[src/rtl/adc_scan_pkg.sv]
package adc_scan_pkg;
  localparam int CMD_W = 16;
  localparam int CH_W  = 4;

  typedef enum logic [1:0] {E_IDLE, E_SHIFT, E_GAP} eng_state_t;

  function automatic logic [CMD_W-1:0] build_cmd(input logic [CH_W-1:0] ch,
                                                 input logic rng);
    logic [CMD_W-1:0] w;
    w        = '0;
    w[12]    = 1'b1;
    w[11]    = 1'b1;
    w[10:7]  = ch;
    w[6]     = rng;
    return w;
  endfunction
endpackage

[src/rtl/adc_spi_engine.sv]
module adc_spi_engine
  import adc_scan_pkg::*;
#(
  parameter int FRAME_BITS = 16,
  parameter int HALF_DIV   = 2
) (
  input  logic                  clk,
  input  logic                  rst,
  input  logic                  go,
  input  logic [FRAME_BITS-1:0] tx_word,
  output logic                  sclk,
  output logic                  cs_n,
  output logic                  mosi,
  input  logic                  miso,
  output logic [FRAME_BITS-1:0] rx_word,
  output logic                  frame_done
);
  localparam int CNT_W = (HALF_DIV > 1) ? $clog2(HALF_DIV) : 1;
  localparam int BIT_W = $clog2(FRAME_BITS);

  eng_state_t            st;
  logic [CNT_W-1:0]      cnt;
  logic [BIT_W-1:0]      bitn;
  logic [FRAME_BITS-1:0] tx_sh;
  logic [FRAME_BITS-1:0] rx_sh;
  logic                  tick;

  assign tick = (cnt == CNT_W'(HALF_DIV - 1));

  always_ff @(posedge clk) begin
    if (rst) begin
      st         <= E_IDLE;
      sclk       <= 1'b0;
      cs_n       <= 1'b1;
      mosi       <= 1'b0;
      cnt        <= '0;
      bitn       <= '0;
      tx_sh      <= '0;
      rx_sh      <= '0;
      rx_word    <= '0;
      frame_done <= 1'b0;
    end else begin
      frame_done <= 1'b0;
      case (st)
        E_IDLE: begin
          if (go) begin
            st    <= E_SHIFT;
            cs_n  <= 1'b0;
            mosi  <= tx_word[FRAME_BITS-1];
            tx_sh <= tx_word << 1;
            cnt   <= '0;
            bitn  <= '0;
          end
        end
        E_SHIFT: begin
          if (tick) begin
            cnt <= '0;
            if (!sclk) begin
              sclk  <= 1'b1;
              rx_sh <= {rx_sh[FRAME_BITS-2:0], miso};
            end else begin
              sclk <= 1'b0;
              if (bitn == BIT_W'(FRAME_BITS - 1)) begin
                cs_n    <= 1'b1;
                mosi    <= 1'b0;
                rx_word <= rx_sh;
                st      <= E_GAP;
              end else begin
                bitn  <= bitn + 1'b1;
                mosi  <= tx_sh[FRAME_BITS-1];
                tx_sh <= tx_sh << 1;
              end
            end
          end else begin
            cnt <= cnt + 1'b1;
          end
        end
        default: begin
          if (tick) begin
            cnt        <= '0;
            frame_done <= 1'b1;
            st         <= E_IDLE;
          end else begin
            cnt <= cnt + 1'b1;
          end
        end
      endcase
    end
  end
endmodule

[src/rtl/adc_ch_pick.sv]
module adc_ch_pick
  import adc_scan_pkg::*;
#(
  parameter int NCH = 16
) (
  input  logic [NCH-1:0]  mask,
  output logic            found,
  output logic [CH_W-1:0] idx
);
  always_comb begin
    found = 1'b0;
    idx   = '0;
    for (int i = NCH - 1; i >= 0; i--) begin
      if (mask[i]) begin
        found = 1'b1;
        idx   = CH_W'(i);
      end
    end
  end
endmodule

[src/rtl/adc_res_unpack.sv]
module adc_res_unpack
  import adc_scan_pkg::*;
#(
  parameter int DATA_BITS = 12
) (
  input  logic [CMD_W-1:0]     rx,
  input  logic [CH_W-1:0]      tag,
  output logic [DATA_BITS-1:0] data,
  output logic                 err
);
  localparam int TOP = CMD_W - CH_W - 1;

  assign data = rx[TOP -: DATA_BITS];
  assign err  = (rx[CMD_W-1 -: CH_W] != tag);
endmodule

[src/rtl/adc_scan_seq.sv]
module adc_scan_seq
  import adc_scan_pkg::*;
#(
  parameter int NCH       = 16,
  parameter int DATA_BITS = 12,
  parameter int HALF_DIV  = 2
) (
  input  logic                 clk,
  input  logic                 rst,
  input  logic                 start,
  input  logic                 single_mode,
  input  logic [CH_W-1:0]      single_ch,
  input  logic [NCH-1:0]       ch_mask,
  input  logic                 range_sel,
  output logic                 sclk,
  output logic                 cs_n,
  output logic                 mosi,
  input  logic                 miso,
  output logic                 res_valid,
  output logic [CH_W-1:0]      res_ch,
  output logic [DATA_BITS-1:0] res_data,
  output logic                 res_err,
  output logic                 busy,
  output logic                 done
);
  localparam int FW = $clog2(NCH + 3);

  logic [NCH-1:0]       rem;
  logic                 rep;
  logic                 range_q;
  logic [FW-1:0]        frames_left;
  logic [1:0]           seen;
  logic [CH_W-1:0]      cur_ch, tag1, tag2;
  logic                 go;
  logic [CMD_W-1:0]     tx_q;

  logic [NCH-1:0]       pick_src;
  logic                 rep_src, range_src, found;
  logic [CH_W-1:0]      pick_idx;
  logic [CMD_W-1:0]     rx_word;
  logic                 frame_done;
  logic [DATA_BITS-1:0] un_data;
  logic                 un_err;

  always_comb begin
    if (busy) begin
      pick_src  = rem;
      rep_src   = rep;
      range_src = range_q;
    end else begin
      pick_src  = single_mode ? (NCH'(1) << single_ch) : ch_mask;
      rep_src   = single_mode;
      range_src = range_sel;
    end
  end

  adc_ch_pick #(.NCH(NCH)) u_pick (
    .mask (pick_src),
    .found(found),
    .idx  (pick_idx)
  );

  adc_spi_engine #(.FRAME_BITS(CMD_W), .HALF_DIV(HALF_DIV)) u_eng (
    .clk       (clk),
    .rst       (rst),
    .go        (go),
    .tx_word   (tx_q),
    .sclk      (sclk),
    .cs_n      (cs_n),
    .mosi      (mosi),
    .miso      (miso),
    .rx_word   (rx_word),
    .frame_done(frame_done)
  );

  adc_res_unpack #(.DATA_BITS(DATA_BITS)) u_unpack (
    .rx  (rx_word),
    .tag (tag2),
    .data(un_data),
    .err (un_err)
  );

  always_ff @(posedge clk) begin
    if (rst) begin
      rem         <= '0;
      rep         <= 1'b0;
      range_q     <= 1'b0;
      frames_left <= '0;
      seen        <= '0;
      cur_ch      <= '0;
      tag1        <= '0;
      tag2        <= '0;
      go          <= 1'b0;
      tx_q        <= '0;
      busy        <= 1'b0;
      done        <= 1'b0;
      res_valid   <= 1'b0;
      res_ch      <= '0;
      res_data    <= '0;
      res_err     <= 1'b0;
    end else begin
      go        <= 1'b0;
      done      <= 1'b0;
      res_valid <= 1'b0;
      if (!busy && start) begin
        busy        <= 1'b1;
        range_q     <= range_sel;
        seen        <= '0;
        frames_left <= single_mode ? FW'(3) : FW'($countones(ch_mask)) + FW'(2);
      end
      if (frame_done) begin
        tag1 <= cur_ch;
        tag2 <= tag1;
        if (seen == 2'd2) begin
          res_valid <= 1'b1;
          res_ch    <= tag2;
          res_data  <= un_data;
          res_err   <= un_err;
        end else begin
          seen <= seen + 1'b1;
        end
        if (frames_left == FW'(1)) begin
          busy <= 1'b0;
          done <= 1'b1;
        end else begin
          frames_left <= frames_left - 1'b1;
        end
      end
      if ((!busy && start) || (frame_done && frames_left != FW'(1))) begin
        go     <= 1'b1;
        tx_q   <= found ? build_cmd(pick_idx, range_src) : '0;
        cur_ch <= pick_idx;
        rem    <= rep_src ? pick_src : (pick_src & ~(NCH'(1) << pick_idx));
        rep    <= 1'b0;
      end
    end
  end
endmodule

[config.mk]
export PLATFORM = sky130hd
export DESIGN_NAME = adc_scan_seq
export DESIGN_NICKNAME = d
export VERILOG_FILES = /design/src/rtl/adc_scan_pkg.sv /design/src/rtl/adc_spi_engine.sv /design/src/rtl/adc_ch_pick.sv /design/src/rtl/adc_res_unpack.sv /design/src/rtl/adc_scan_seq.sv
export SDC_FILE = /design/constraint.sdc
export NUM_CORES = 1
export LEC_CHECK = 0
export BUFFER_PORTS_ARGS = -buffer_cell sky130_fd_sc_hd__buf_2
export CORE_AREA = 2 2 104 106
export CTS_CLUSTER_DIAMETER = 100
export DETAILED_ROUTE_END_ITERATION = 12
export DIE_AREA = 0 0 106 108
export PLACE_DENSITY = 0.73
export SYNTH_ARGS = -nofsm -noshare
export SYNTH_HDL_FRONTEND = slang
export SYNTH_SLANG_ARGS = --single-unit
export TNS_END_PERCENT = 100
[constraint.sdc]
create_clock -name clk -period 4.75 [get_ports clk]
set_clock_uncertainty 0.2 [all_clocks]
set_input_delay 0.7125 -clock clk [delete_from_list [all_inputs] [get_ports clk]]
set_output_delay 0.7125 -clock clk [all_outputs]
set_load 0.02 [all_outputs]
# == Word-level counts from Yosys, hierarchy flattened ==
# Index checks and enable logic that the tools add are counted.
# totals
inputBits,26
register_bits,132
# classes
eq_ne,11
n_reduce_logical,17
bitwise,4
addsub,20
n_mux,81
shift,2
# op_table
operator,count
2-to-1 mux 16 bit,7
2-to-1 mux 4 bit,20
2-to-1 mux 1 bit,36
one-hot mux 16 bit (2 select lines),1
<< shifter 1 x 4 -> 16 bit (first input constant),2
2-to-1 mux 5 bit,4
adder 1 x 1 -> 2 bit,8
AND 16 bit,1
2-to-1 mux 2 bit,8
NOT 16 bit,1
AND reduction 5 bit,3
2-to-1 mux 13 bit,1
adder 2 x 2 -> 3 bit,4
adder 3 x 3 -> 4 bit,2
one-hot mux 4 bit (2 select lines),1
AND reduction 4 bit,2
inequality test 2 x 1 -> 1 bit (second input constant),3
adder 4 x 4 -> 5 bit,1
adder 5 x 3 -> 5 bit (second input constant),1
== test 5 x 1 -> 1 bit (second input constant),1
inequality test 5 x 1 -> 1 bit (second input constant),1
subtractor 5 x 1 -> 5 bit (second input constant),1
adder 4 x 1 -> 4 bit (second input constant),1
== test 4 bit (second input constant),1
other kinds (18),24

# == Depth between registers and ports, before layout ==
# depth
ltp_word,23
depth_mapped,15
depth_no_buf,15

# == Cells and area by module ==
# From an unflattened synthesis, not the netlist that was laid out.
# hier_totals
cells_unflattened,714
area_unflattened_um2,5982.0
# by_module_without_submodules
module,area_each_um2,n_inst,cells_per_inst
adc_scan_seq,3251.9,1,390
adc_spi_engine,2419.8,1,274
adc_ch_pick,178.9,1,33
adc_res_unpack,131.4,1,17

# == Worst setup path before layout ==
# No wires, ideal clock.
# synth_path
kind,input to register
startpoint,input ch_mask[0]
endpoint,register frames_left[4]
required_ns,4.455
arrival_time_ns,3.888
setup_slack_ns,0.567
cell_stages,14
cell_sequence,fa_1 -> inv_1 -> fa_1 -> fa_1 -> fa_1 -> inv_1 -> ha_1 -> inv_1 -> fa_1 -> inv_1 -> a21oi_1 -> nor3_1 -> a22oi_1 -> a221oi_1
# synth_between
elab_chain_len,9
# synth_lines
item,line,rtl
from (decl),adc_scan_seq.sv:13,"input logic [NCH-1:0] ch_mask,"
adder 1 x 1 -> 2 bit (implied by the code) *,adc_scan_seq.sv:109,frames_left <= single_mode ? FW'(3) : FW'($countones(ch_mask)) + FW'(2);
adder 2 x 2 -> 3 bit (implied by the code) *,adc_scan_seq.sv:109,
adder 3 x 3 -> 4 bit (implied by the code) *,adc_scan_seq.sv:109,
adder 4 x 4 -> 5 bit (implied by the code) *,adc_scan_seq.sv:109,
adder 5 x 3 -> 5 bit *,adc_scan_seq.sv:109,
2-to-1 mux 5 bit *,adc_scan_seq.sv:109,
2-to-1 mux 5 bit *,adc_scan_seq.sv:105,if (!busy && start) begin
2-to-1 mux 5 bit,adc_scan_seq.sv:122,if (frames_left == FW'(1)) begin
2-to-1 mux 5 bit *,adc_scan_seq.sv:111,if (frame_done) begin
to (signal assigned),adc_scan_seq.sv:109,
to (signal assigned),adc_scan_seq.sv:126,frames_left <= frames_left - 1'b1;
to (decl),adc_scan_seq.sv:31,logic [FW-1:0] frames_left;
# Mark *: on every way between the ends. The rest lies on a longest branch, timed or not.
# A chain may end at the register's enable or synchronous reset.

# == Worst setup path in the final report ==
# Same ends and word-level chain as after synthesis.

==> summary.txt <==
Timing
  – Final-report setup violation count: 0
  – Final Hold Fails: 0
  – Least-Margin Pin Slew: 1.14 ns
  – Slew HR: 0.237
  – Slew Viols, Final: 0
  – FMAX: 0.247 GHz
  – RSZ-0062 raised after global routing: no
  – Crit share post-route: 0.852
  – Total negative slack: 0 ns
  – Slack of the critical path: around 0.7 ns
  – Hold Worst Slack: approximately 0.23 ns
  – Crit path time final: 4.05 ns

Global routing
  – Vias in the first global route: 4802
  – Antenna violations before repair: 0
  – Overall Global Routing Usage: 0.260
  – First-pass GRT wire length: ~24000 µm
  – Largest net degree at the start of global routing: 92
  – GRT overflow: 0

Critical path
  – Worst EP arrival: 4.25 ns
  – CP startpoint kind: input port
  – Critical path class: in -> reg
  – Reg2Reg Depth: 7
  – R2R setup slack: 1.15 ns
  – Critical R2R Launch: busy$_SDFF_PP0_
  – Critical path peak fanout: 3
  – Required time worst endpoint: 4.95 ns
  – Setup crit start: ch_mask[0]
  – Worst Setup End Kind: flop

Clock tree
  – # Post-CTS Setup Buffers: 0
  – TritonCTS buffer count: 17
  – CTS tree: done
  – Clock latency on the worst-skew pair: 0.51 ns
  – Cts hold-fix bufs: 0
  – CTS root buf: clkbuf_8
  – Clock transition at path regs: 0.06 ns
  – H-tree level count: 4
  – CTS resizes: 0
  – Clock buffer depth: 2
  – Clock sinks: 115

Cells and area
  – Area Overhead vs Synth: 13.9%
  – Most common cell after layout, fill and taps aside: nand2_1
  – FILL cells: 933
  – Final Cell Area: 0.00651 mm²
  – Final net count: 771
  – Post-Layout Cell Count: around 880
  – Most frequent cells in the layout: nand2_1, dfxtp_1, a21oi_1, nor2_1, buf_2
  – Fin util: 0.636
  – Antenna Cells: 0
  – Ratio of cells with drive above 1 in the final layout: 0.145

Yosys
  – Syn Area/Cell: around 8 µm²
  – Synth top area cells: dfxtp_1, nand2_1, a21oi_1
  – Syn. warnings: 0
  – EDFF count, synth: 0
  – Compound-Gate Fraction of Synth Area: 0.205
  – Syn Inst Count: approximately 700
  – Mux contribution to synthesized area: 0.0282
  – Async SR Flop Fraction: 0
  – Top-area cell type share of the netlist area: 0.403
  – Post-Synth XOR/XNOR Area: 0.0138
  – Cell Area, Synth: 0.00572 mm²
  – FF+latch count, synth: 115
  – Post-synth top flop: dfxtp_1
  – Mapped Nets: 743
  – Synth Area in Simple Gates: 0.243
  – Post-synthesis sequential area ratio: 0.403
  – Main combinational cell family by area after synthesis: simple AND/OR/NAND/NOR gates
  – Cell taking the most area after synthesis: dfxtp_1
  – Unique masters post-synth: between 70 and 80
  – Post-Synth Adder-Cell Area: 0.0539

Placed design
  – Port Buffers: 48
  – Final Wtd Congestion: 0.968
  – Place WS: between 0.2 and 0.25 ns
  – DP Area: 0.00595 mm²
  – Final HPWL DP: 9950 µm
  – Placed cell count: roughly 840

Worst hold path
  – Hold path cells: 3
  – Hold Path Origin: miso
  – Hold Crit Class: in -> reg

Floorplan
  – Die height: about 110 µm
  – IO Count: 49
  – Chip Width: 106 µm
  – Site row count: 37
  – Die area: 0.0114 mm²
  – Placeable Area: 0.0102 mm²
  – Initial Utilization: 0.559

Pwr
  – Cell Pwr Density: ~410 mW/mm²
  – Peak VDD IR: 0.216 mV
  – Power Total: 2.67 mW
  – Leak: roughly 2.4 nW

Routing
  – Total vias in the final route: just over 5000
  – # DRC: 0
  – Wire per inst: 16.2 µm
  – Final wirelength: 14200 µm
  – Initial DRT Pass Iterations: 5
  – Drt initial violations: ~350
  – Post-route ant nets: 0
  – DR vias/cell: 5.88

Flow run
  – Max Cap Viol: 0

Run status
  – Outcome: completed
[cell usage after synthesis (all sizes together) (3+ instances only)]
| library cell | count |
|---|---|
| buf | 19 |
| a31oi | 5 |
| nor3b | 9 |
| nor2 | 63 |
| a211oi | 16 |
| xor2 | 8 |
| dfxtp | 115 |
| nand3b | 3 |
| nand2 | 137 |
| a22oi | 9 |
| nand2b | 10 |
| a221oi | 6 |
| nor3 | 19 |
| o21ai | 18 |
| o21a | 8 |
| mux2i | 15 |
| a21oi | 83 |
| ha | 7 |
| inv | 24 |
| clkbuf | 25 |
| nand3 | 9 |
| and2 | 4 |
| fa | 11 |
| o41ai | 3 |
| nand4 | 5 |
| o221ai | 3 |
| nor4bb | 3 |
| or2 | 7 |
| nor2b | 11 |
| a21o | 5 |
| a311oi | 3 |
[where the power goes]
group	internal, mW	total, mW	switching (mW)
registers	0.994	1.02	0.0278
logic	0.185	0.461	0.276
clock network	0.742	1.18	0.441
[state kept, by name (all words and copies together) (netlist names), 2 cells and up]
| name | cells |
|---|---|
| cur_ch | 4 |
| frames_left | 5 |
| rem | 16 |
| res_ch | 4 |
| res_data | 12 |
| seen | 2 |
| tag1 | 4 |
| tag2 | 4 |
| tx_q | 6 |
| u_eng.bitn | 4 |
| u_eng.rx_sh | 16 |
| u_eng.rx_word | 16 |
| u_eng.st | 2 |
| u_eng.tx_sh | 9 |
[routing by layer]
metal,track usage,up-vias,wire length [µm]
met4,0.0752,0,163
met1,0.356,2455,6470
met2,0.419,195,6580
met5,0,-,0
met3,0.0549,16,978
li1,-,2487,-
[kinds of logic (layout without fill, tap and decap cells)]
kind of cell | after synthesis | count (layout)
flops | 115 | 115
xor+xnor | 9 | 9
simple gates | 294 | 294
buf+inv | 68 | 109
fa+ha+maj | 18 | 18
compound gates | 179 | 179
mux | 16 | 16
[path summary, 6_finish.rpt]
| kind | end |
|---|---|
| max | frames_left[4]$_SDFF_PP0_ |
| min | u_eng.rx_sh[0]$_SDFFE_PP0P_ |
| max reg2reg | rem[12]$_SDFFE_PP0P_ |
| min reg2reg | res_data[7]$_SDFFE_PP0P_ |
[final cells by class]
cell class,count,area (µm²),share of cell area
multi-input combinational,516,3110,0.478
sequential,115,2300,0.354
timing repair buffer,53,280,0.0431
clock buffer,19,422,0.0648
inverter,24,90.1,0.0138
clock inverter,13,135,0.0208
tap,136,170,0.0261
[worst max-delay path: stages]
cell and delay [ns]:
buf_2 0.12, fa_1 0.55, inv_1 0.06, fa_1 0.48, fa_1 0.54, fa_1 0.41, inv_1 0.08, ha_1 0.17
inv_1 0.06, fa_1 0.39, inv_1 0.07, a21oi_1 0.06, nor3_1 0.17, a22oi_1 0.09, a221oi_1 0.29
Note: power is estimated with default switching activity, not from simulation.
